--- src/rtl/adc_seq_pkg.sv ---
`timescale 1ns/1ps
// Package: shared types and helpers for the ADC conversion sequencer.
// Assumes all timing values are counted in half converter clock periods.
package adc_seq_pkg;

    typedef enum logic [1:0] {
        CONV_FIRST  = 2'd0,
        CONV_NORMAL = 2'd1,
        CONV_AUTO   = 2'd2
    } conv_kind_e;

    // Largest of three integers, used to size the half-cycle counter.
    function automatic int max3(input int a, input int b, input int c);
        int m;
        m = (a > b) ? a : b;
        return (m > c) ? m : c;
    endfunction

    // Smallest of three integers, used for the shortest conversion.
    function automatic int min3(input int a, input int b, input int c);
        int m;
        m = (a < b) ? a : b;
        return (m < c) ? m : c;
    endfunction

endpackage

--- src/rtl/adc_start_ctl.sv ---
`timescale 1ns/1ps
// Module: adc_start_ctl
// Accepts software start and auto-trigger requests. It registers an accepted
// request for one cycle, so that the conversion begins on the second edge
// after the request is sampled. It also picks the conversion kind.
// Assumes start_wr and trig are single-cycle pulses synchronous to clk.
module adc_start_ctl
    import adc_seq_pkg::*;
(
    input  logic       clk,
    input  logic       rst_n,
    input  logic       en,
    input  logic       auto_en,
    input  logic       start_wr,
    input  logic       trig,
    input  logic       busy,
    output logic       launch,
    output conv_kind_e launch_kind
);

    logic en_q;
    logic first_pend;
    logic pend;
    logic req;
    logic en_rise;

    assign en_rise = en && !en_q;

    // Accept a request only when enabled, idle and nothing is already queued.
    assign req = en && !busy && !pend && (start_wr || (auto_en && trig));

    // Track the enable edge that arms the first-conversion timing.
    always_ff @(posedge clk) begin
        if (!rst_n) begin
            en_q       <= 1'b0;
            first_pend <= 1'b0;
        end else begin
            en_q <= en;
            if (req)
                first_pend <= 1'b0;
            else if (en_rise)
                first_pend <= 1'b1;
        end
    end

    // One-cycle request stage and the kind chosen at acceptance.
    always_ff @(posedge clk) begin
        if (!rst_n) begin
            pend        <= 1'b0;
            launch_kind <= CONV_NORMAL;
        end else begin
            pend <= req;
            if (req) begin
                if (first_pend || en_rise)
                    launch_kind <= CONV_FIRST;
                else if (start_wr)
                    launch_kind <= CONV_NORMAL;
                else
                    launch_kind <= CONV_AUTO;
            end
        end
    end

    assign launch = pend;

endmodule

--- src/rtl/adc_conv_timer.sv ---
`timescale 1ns/1ps
// Module: adc_conv_timer
// Counts half converter cycles during a conversion. It produces the
// sample-and-hold strobe, the final-cycle indication and the window in which
// the multiplexer selection may follow its buffer again.
// Assumes launch never arrives while busy (the start control blocks it).
module adc_conv_timer
    import adc_seq_pkg::*;
#(
    parameter int SAMP_FIRST = 27,
    parameter int END_FIRST  = 50,
    parameter int SAMP_NORM  = 7,
    parameter int END_NORM   = 31,
    parameter int SAMP_AUTO  = 4,
    parameter int END_AUTO   = 32,
    parameter int RESUME_H   = 16,
    parameter int CNT_W      = 6
) (
    input  logic       clk,
    input  logic       rst_n,
    input  logic       launch,
    input  conv_kind_e launch_kind,
    output logic       busy,
    output logic       sh_strobe,
    output logic       finish,
    output logic       resume
);

    logic [CNT_W-1:0] cnt;
    conv_kind_e       kind_r;
    logic [CNT_W-1:0] samp_pt;
    logic [CNT_W-1:0] end_pt;
    logic [CNT_W-1:0] last_pt;
    logic [CNT_W-1:0] open_pt;

    // Look up the timing points of the conversion kind in progress.
    always_comb begin
        case (kind_r)
            CONV_FIRST: begin
                samp_pt = CNT_W'(SAMP_FIRST);
                end_pt  = CNT_W'(END_FIRST);
            end
            CONV_AUTO: begin
                samp_pt = CNT_W'(SAMP_AUTO);
                end_pt  = CNT_W'(END_AUTO);
            end
            default: begin
                samp_pt = CNT_W'(SAMP_NORM);
                end_pt  = CNT_W'(END_NORM);
            end
        endcase
        last_pt = end_pt - CNT_W'(1);
        open_pt = end_pt - CNT_W'(RESUME_H);
    end

    // Run the half-cycle counter from launch to the final cycle.
    always_ff @(posedge clk) begin
        if (!rst_n) begin
            busy   <= 1'b0;
            cnt    <= '0;
            kind_r <= CONV_NORMAL;
        end else if (!busy) begin
            if (launch) begin
                busy   <= 1'b1;
                cnt    <= '0;
                kind_r <= launch_kind;
            end
        end else if (cnt == last_pt) begin
            busy <= 1'b0;
        end else begin
            cnt <= cnt + CNT_W'(1);
        end
    end

    assign sh_strobe = busy && (cnt == samp_pt);
    assign finish    = busy && (cnt == last_pt);
    assign resume    = busy && (cnt >= open_pt);

endmodule

--- src/rtl/adc_sel_latch.sv ---
`timescale 1ns/1ps
// Module: adc_sel_latch
// Holds the software-visible selection buffer and the copy that drives the
// analog multiplexer. The copy follows the buffer except while a conversion
// is in its protected span.
// Assumes the resume input is high only during the final window of a conversion.
module adc_sel_latch #(
    parameter int SEL_W = 5
) (
    input  logic             clk,
    input  logic             rst_n,
    input  logic             sel_wr,
    input  logic [SEL_W-1:0] sel_din,
    input  logic             busy,
    input  logic             resume,
    output logic [SEL_W-1:0] mux_sel
);

    logic [SEL_W-1:0] sel_buf;

    // Capture software writes into the buffer.
    always_ff @(posedge clk) begin
        if (!rst_n)
            sel_buf <= '0;
        else if (sel_wr)
            sel_buf <= sel_din;
    end

    // Copy the buffer to the multiplexer when it is safe to do so.
    always_ff @(posedge clk) begin
        if (!rst_n)
            mux_sel <= '0;
        else if (!busy || resume)
            mux_sel <= sel_buf;
    end

endmodule

--- src/rtl/adc_result_reg.sv ---
`timescale 1ns/1ps
// Module: adc_result_reg
// Latches the conversion result and raises the completion flag at the final
// cycle. It presents the result as a zero-extended high byte and a low byte.
// Assumes 9 <= RES_W <= 16.
module adc_result_reg #(
    parameter int RES_W = 10
) (
    input  logic             clk,
    input  logic             rst_n,
    input  logic             finish,
    input  logic             flag_clr,
    input  logic [RES_W-1:0] res_in,
    output logic             done_flag,
    output logic [7:0]       res_hi,
    output logic [7:0]       res_lo
);

    logic [RES_W-1:0] res_r;
    logic [15:0]      res_wide;

    // Set on completion (wins over a clear), cleared by a write of one.
    always_ff @(posedge clk) begin
        if (!rst_n)
            done_flag <= 1'b0;
        else if (finish)
            done_flag <= 1'b1;
        else if (flag_clr)
            done_flag <= 1'b0;
    end

    // Capture the result at completion and hold it until the next one.
    always_ff @(posedge clk) begin
        if (!rst_n)
            res_r <= '0;
        else if (finish)
            res_r <= res_in;
    end

    assign res_wide = 16'(res_r);
    assign res_hi   = res_wide[15:8];
    assign res_lo   = res_wide[7:0];

endmodule

--- src/rtl/adc_seq_ctrl.sv ---
`timescale 1ns/1ps
// Module: adc_seq_ctrl (top)
// Conversion sequencer for a successive-approximation ADC. It ties together
// start control, the half-cycle timer, the selection latch and the result
// register. Assumes clk runs at twice the converter clock rate, and that
// res_in is valid in the final cycle of a conversion.
module adc_seq_ctrl
    import adc_seq_pkg::*;
#(
    parameter int SEL_W      = 5,
    parameter int RES_W      = 10,
    parameter int SAMP_FIRST = 27,
    parameter int END_FIRST  = 50,
    parameter int SAMP_NORM  = 7,
    parameter int END_NORM   = 31,
    parameter int SAMP_AUTO  = 4,
    parameter int END_AUTO   = 32,
    parameter int RESUME_H   = 16
) (
    input  logic             clk,
    input  logic             rst_n,
    input  logic             en,
    input  logic             auto_en,
    input  logic             start_wr,
    input  logic             trig,
    input  logic             sel_wr,
    input  logic [SEL_W-1:0] sel_din,
    input  logic             flag_clr,
    input  logic [RES_W-1:0] res_in,
    output logic [SEL_W-1:0] mux_sel,
    output logic             busy,
    output logic             sh_strobe,
    output logic             done_flag,
    output logic [7:0]       res_hi,
    output logic [7:0]       res_lo
);

    localparam int MAX_END = max3(END_FIRST, END_NORM, END_AUTO);
    localparam int MIN_END = min3(END_FIRST, END_NORM, END_AUTO);
    localparam int CNT_W   = $clog2(MAX_END + 1);

    logic       launch;
    conv_kind_e launch_kind;
    logic       finish;
    logic       resume;

    adc_start_ctl u_start (
        .clk         (clk),
        .rst_n       (rst_n),
        .en          (en),
        .auto_en     (auto_en),
        .start_wr    (start_wr),
        .trig        (trig),
        .busy        (busy),
        .launch      (launch),
        .launch_kind (launch_kind)
    );

    adc_conv_timer #(
        .SAMP_FIRST (SAMP_FIRST),
        .END_FIRST  (END_FIRST),
        .SAMP_NORM  (SAMP_NORM),
        .END_NORM   (END_NORM),
        .SAMP_AUTO  (SAMP_AUTO),
        .END_AUTO   (END_AUTO),
        .RESUME_H   (RESUME_H),
        .CNT_W      (CNT_W)
    ) u_timer (
        .clk         (clk),
        .rst_n       (rst_n),
        .launch      (launch),
        .launch_kind (launch_kind),
        .busy        (busy),
        .sh_strobe   (sh_strobe),
        .finish      (finish),
        .resume      (resume)
    );

    adc_sel_latch #(
        .SEL_W (SEL_W)
    ) u_sel (
        .clk     (clk),
        .rst_n   (rst_n),
        .sel_wr  (sel_wr),
        .sel_din (sel_din),
        .busy    (busy),
        .resume  (resume),
        .mux_sel (mux_sel)
    );

    adc_result_reg #(
        .RES_W (RES_W)
    ) u_res (
        .clk       (clk),
        .rst_n     (rst_n),
        .finish    (finish),
        .flag_clr  (flag_clr),
        .res_in    (res_in),
        .done_flag (done_flag),
        .res_hi    (res_hi),
        .res_lo    (res_lo)
    );

endmodule

--- config.mk ---
export PLATFORM = sky130hd
export DESIGN_NAME = adc_seq_ctrl
export DESIGN_NICKNAME = d
export VERILOG_FILES = /design/src/rtl/adc_seq_pkg.sv /design/src/rtl/adc_start_ctl.sv /design/src/rtl/adc_conv_timer.sv /design/src/rtl/adc_sel_latch.sv /design/src/rtl/adc_result_reg.sv /design/src/rtl/adc_seq_ctrl.sv
export SDC_FILE = /design/constraint.sdc
export NUM_CORES = 1
export LEC_CHECK = 0
export BUFFER_PORTS_ARGS = -buffer_cell sky130_fd_sc_hd__buf_2
export CAP_MARGIN = 40
export CORE_ASPECT_RATIO = 1.2
export CORE_UTILIZATION = 52
export DETAILED_ROUTE_END_ITERATION = 8
export PLACE_DENSITY = 0.81
export SLEW_MARGIN = 0
export SYNTH_ARGS = -nofsm -noshare
export SYNTH_HDL_FRONTEND = slang
export SYNTH_HIERARCHICAL = 1
export SYNTH_SLANG_ARGS = --single-unit
--- constraint.sdc ---
create_clock -name clk -period 2.4 [get_ports clk]
set_clock_uncertainty 0.2 [all_clocks]
set_input_delay 0.48 -clock clk [delete_from_list [all_inputs] [get_ports clk]]
set_output_delay 0.48 -clock clk [all_outputs]
set_load 0.01 [all_outputs]
# ---- After elaboration in Yosys (flattened, before gate mapping)
# Cells that the tools add are included.
dict set report totals {
  ff_bits 35
  in_bits 23
  output_inout_bits 24
  elab_cells 53
}
dict set report op_classes {
  addsub 3
  n_lt_le_gt_ge 1
  eq_ne 4
  muxes 12
  bitwise 2
  n_reduce_logical 20
}
# cell count
set op_table {}
lappend op_table {{$mux W6} 3}
lappend op_table {{$pmux W6 S2} 1}
lappend op_table {{$pmux W5 S2} 1}
lappend op_table {{$logic_and A1 B1 Y1} 8}
lappend op_table {{$add A6 B1 Y6 const B} 1}
lappend op_table {{$eq A6 B5 Y1} 1}
lappend op_table {{$eq A6 B6 Y1} 1}
lappend op_table {{$ge A6 B6 Y1} 1}
lappend op_table {{$sub A6 B1 Y6 const B} 1}
lappend op_table {{$sub A6 B5 Y6 const B} 1}
lappend op_table {{$mux W1} 5}
lappend op_table {{$mux W2} 2}
lappend op_table {{$reduce_and A2 Y1} 2}
lappend op_table {{$reduce_bool A2 Y1} 2}
lappend op_table {{$logic_not A1 Y1} 3}
lappend op_table {{$logic_or A1 B1 Y1} 3}
lappend op_table {{$eq A2 B2 Y1 const B} 1}
lappend op_table {{$logic_not A2 Y1} 1}
lappend op_table {{$ne A2 B2 Y1 const B} 1}
lappend op_table {{$not A1 Y1} 2}
lappend op_table {{$reduce_or A2 Y1} 1}

# ---- Logic depth before layout (Yosys ltp)
dict set report logic_depth {
  word_depth 6
  ltp_mapped 10
  ltp_nobuf 9
}

# ---- Cells and area by module
# Netlist, hierarchy kept.
# module instances cells_each area_per_inst_um2 seq_area_each_um2
set modules_own_cells {}
lappend modules_own_cells {adc_conv_timer 1 90 729.4 180.2}
lappend modules_own_cells {adc_result_reg 1 42 460.4 220.2}
lappend modules_own_cells {adc_sel_latch 1 39 396.6 200.2}
lappend modules_own_cells {adc_start_ctl 1 18 192.7 100.1}

# ---- Worst setup path before layout
# OpenSTA, ideal clock, no wires.
dict set report synth_path {
  kind {reg-to-reg}
  startpoint {register u_timer.cnt[0]}
  endpoint {register u_res.res_r[0]}
  setup_time_ns 0.116
  arrival_time_ns 1.782
  required_time_ns 2.084
  path_slack_ns 0.302
  stages_incl_launch_ff 9
  n_path_buf 1
  period_less_slack_ns 2.098
  path_cell_list {dfxtp_1 -> inv_1 -> ha_1 -> o21bai_1 -> o2bb2ai_2 -> and3_2 -> buf_6 -> mux2i_1 -> nor2b_1}
}
dict set report synth_via {
  elab_chain_len 2
}
# item line_no
set synth_lines {}
lappend synth_lines {{start: declaration} adc_conv_timer.sv:29} ;# logic [CNT_W-1:0] cnt;
lappend synth_lines {{start signal: assignment} adc_conv_timer.sv:71} ;# cnt <= cnt + CNT_W'(1);
lappend synth_lines {{$eq A6 B6 Y1} adc_conv_timer.sv:76} ;# assign finish = busy && (cnt == last_pt);
lappend synth_lines {{$logic_and A1 B1 Y1} adc_conv_timer.sv:76}
lappend synth_lines {{via finish} adc_seq_ctrl.sv:44} ;# logic finish;
lappend synth_lines {{end signal: assignment} adc_result_reg.sv:37} ;# res_r <= res_in;
lappend synth_lines {{end: declaration} adc_result_reg.sv:19} ;# logic [RES_W-1:0] res_r;
# The timed path passes the listed nets, and every way through them passes these cells.
# A chain may end at the register's enable or synchronous reset.

# ---- Final worst setup path
dict set report layout_path {
  startpoint {register u_timer.kind_r[0]}
  endpoint {output port sh_strobe}
}
dict set report layout_via {
  elab_chain_len 4
  word_cells_on_any_way 5
  cone_classes {eq/ne: 2; mux: 1; reduce/logical: 2}
}
# item line_no
set layout_lines {}
lappend layout_lines {{start: declaration} adc_conv_timer.sv:30} ;# conv_kind_e kind_r;
lappend layout_lines {{start signal: assignment} adc_conv_timer.sv:66} ;# kind_r <= launch_kind;
lappend layout_lines {{$eq A2 B2 Y1 or $logic_not A2 Y1 (tied branches)} adc_conv_timer.sv:38} ;# case (kind_r)
lappend layout_lines {{$pmux W5 S2 *} adc_conv_timer.sv:38}
lappend layout_lines {{$eq A6 B5 Y1 *} adc_conv_timer.sv:75} ;# assign sh_strobe = busy && (cnt == samp_pt);
lappend layout_lines {{$logic_and A1 B1 Y1 *} adc_conv_timer.sv:75}
lappend layout_lines {{end: declaration} adc_seq_ctrl.sv:32} ;# output logic sh_strobe,
# Every way passes the cells marked *; elsewhere a longest branch is shown, timed or not.

==> flow_summary.json <==
{
  "status": "finished, final reports clean",
  "hp-class": "in2reg",
  "totalWireLength_mm": 3.568,
  "synth_top_area_frac": 0.3938,
  "cts_made_buffers": 5,
  "period_needed_ps": 2331,
  "n_fill_cell": 257,
  "rows": 22,
  "numPortBuffers": 40,
  "cp_data_required_time_ps": 1720,
  "path_class": "reg2out",
  "grt_max_degree": 29,
  "ys.flop_type": "dfxtp_1",
  "area_growth_pct": 18.78,
  "overflow": 0,
  "fp.dieW_um": 55.40,
  "ys_top_cells_by_count": "dfxtp_1 (35), mux2i_1 (22), nand2_1 (19)",
  "diodes": 0,
  "first_iter_violations": 50,
  "fin_ws_ps": 69.19,
  "hold_viol_final": 0,
  "dp.cells": 255,
  "antenna_left": 0,
  "ys_seq_area_frac": 0.3938,
  "drt_first_pass_iters": 4,
  "drcViolationCount": 0,
  "synthArstFlopShare": 0,
  "drive_above_1_share": 0.3203,
  "rsz0062_at_grt": "yes",
  "min_period_over_period": 0.9712,
  "h-tree-depth": 2,
  "vias_per_cell": 5.592,
  "synth-edff-count": 0,
  "num_vias": 1493,
  "nets": 260,
  "fp.dieH_um": 66.08,
  "first_global_vias": 1307,
  "track_usage": 0.1956,
  "synth.area.top_cells": "dfxtp_1 (39%), mux2i_1 (12%), nor2b_1 (6.0%), ha_1 (4.9%), nand2_1 (4.0%)",
  "cts_num_sinks": 35,
  "final_max_slew_viol_count": 0,
  "insertion_delay_ps": 340,
  "wire_per_inst_um": 13.36,
  "ir_drop_mv": 0.4599,
  "crit_arrival_ps": 1650,
  "worst_setup_path_start_kind": "flop",
  "syn_area_per_cell_um2": 9.414,
  "post-route-util": 0.6676,
  "start_util": 0.5621,
  "ys_warn_count": 6,
  "synth.most_common_cell": "dfxtp_1",
  "synth_cell_types": 46,
  "num_io_pins": 47,
  "cts-root-buf": "clkbuf_4",
  "path_clk_slew_ps": 90,
  "finalSetupViolCount": 0,
  "cp-end-kind": "primary output",
  "finalSetupTns_ps": 0,
  "synth_top_area_cell": "dfxtp_1",
  "max_freq_mhz": 429.0,
  "ys_seq_elements": 35,
  "synth_area_um2": 1779,
  "synthCells": 189,
  "leakage_nw": 0.9270,
  "grt_antenna_before_repair": 0,
  "hold_buffers": 0,
  "post-dp-hpwl_mm": 2.384,
  "dieArea_um2": 3660,
  "maxCapViolCount": 0,
  "core_area_um2": 3166,
  "clk_path_buf_depth": 2,
  "grt_pass1_wl_mm": 5.602,
  "powerDensity_nw_per_um2": 548.1,
  "cts_tree": "built",
  "gp_congestion": 0.7969,
  "final_cells": 267,
  "cp_max_fo": 3,
  "pre_cts_ws_ps": 48.78
}
[area by class of cell]
class,instances,area (um2),share of cell area
Timing Repair Buffer,46,245.2,0.1160
Clock buffer,6,51.30,0.02427
Tap cell,36,45.04,0.02131
Clock inverter,2,35.03,0.01658
Inverter,5,21.27,0.01007
Sequential cell,35,708.2,0.3351
Multi-Input combinational cell,137,1007,0.4766
[report_power, final]
group / internal (W) / switching (W) / leakage, nW
clock: 0.000246 / 0.000196 / 0.0482
sequential: 0.000597 / 0.0000123 / 0.286
combinational: 0.0000503 / 0.0000562 / 0.593
[worst max-delay path, cell delays in order, from the launching register on]
cell	delay [ps]
dfxtp_4	370
or2_2	320
or3b_4	400
a21oi_2	110
buf_2	130
[placed cells by master (no fill, tap or decap), drive strengths merged, types with 2 or more instances in the layout]
cell type / count
dfxtp: 35
or3b: 2
a21oi: 5
nor2: 3
buf: 46
and2: 2
nand4: 2
and3: 5
nand4b: 3
o211ai: 4
mux2i: 22
nand3: 10
ha: 7
o21ai: 3
nand2: 19
a31oi: 2
clkbuf: 6
nor3: 3
conb: 6
or2: 2
nor2b: 18
inv: 5
nand2b: 2
[stage by stage]
stage	hold WS (ps)	power [W]	cell area, um2
after floorplan	234.1	0.0006956	1798
after global placement	242.1	0.0007234	1949
after detailed placement	245.8	0.0007255	1949
after CTS	168.4	0.001166	2057
after global routing	182.5	0.001208	2113
final	179.5	0.001158	2113
[metal layers]
metal  global-route usage  share of wire  wire [um]  vias up
met4               0.1188          0.020         71        0
met5                    0              0          0        -
met3              0.05284          0.058        206        7
met2               0.3283           0.48       1721       56
met1               0.2221           0.44       1569      689
li1                     -              -          -      741
[state kept, by name, summed over array words and instances (netlist names)]
signal and count:
u_res/done_flag 1, u_res/res_r 10, u_sel/mux_sel 5, u_sel/sel_buf 5
u_start/en_q 1, u_start/first_pend 1, u_start/launch 1, u_start/launch_kind 2
u_timer/busy 1, u_timer/cnt 6, u_timer/kind_r 2
[logic make-up after synthesis]
group / after synthesis / synth area share
and+or+nand+nor: 77 / 0.2560
DFF: 35 / 0.3938
AOI/OAI and AO/OA: 24 / 0.09916
buffers and inverters: 23 / 0.07594
muxes: 22 / 0.1238
adders and majority gates: 7 / 0.04922
other: 1 / 0.002108
[timing repair]
| item | 4_1_cts | 5_1_grt |
|---|---|---|
| pin swaps | 1 | 3 |
| cloned | 0 | 1 |
| gates resized for setup | 8 | 7 |
| buffers inserted | 1 | 2 |
| endpoints found under the setup margin | 1 | 11 |
| hold endpoints to repair | 0 | 0 |
[final timing paths]
check,from,to,slack (ps),cells past startpoint
setup / recovery,u_timer/kind_r[0],sh_strobe,70,4
hold / removal,en,u_start/en_q,180,2
setup reg to reg,u_timer/cnt[0],u_res/res_r[8],200,7
hold reg to reg,u_sel/sel_buf[2],u_sel/mux_sel[2],260,2
Note: power is estimated with default switching activity, not from simulation.
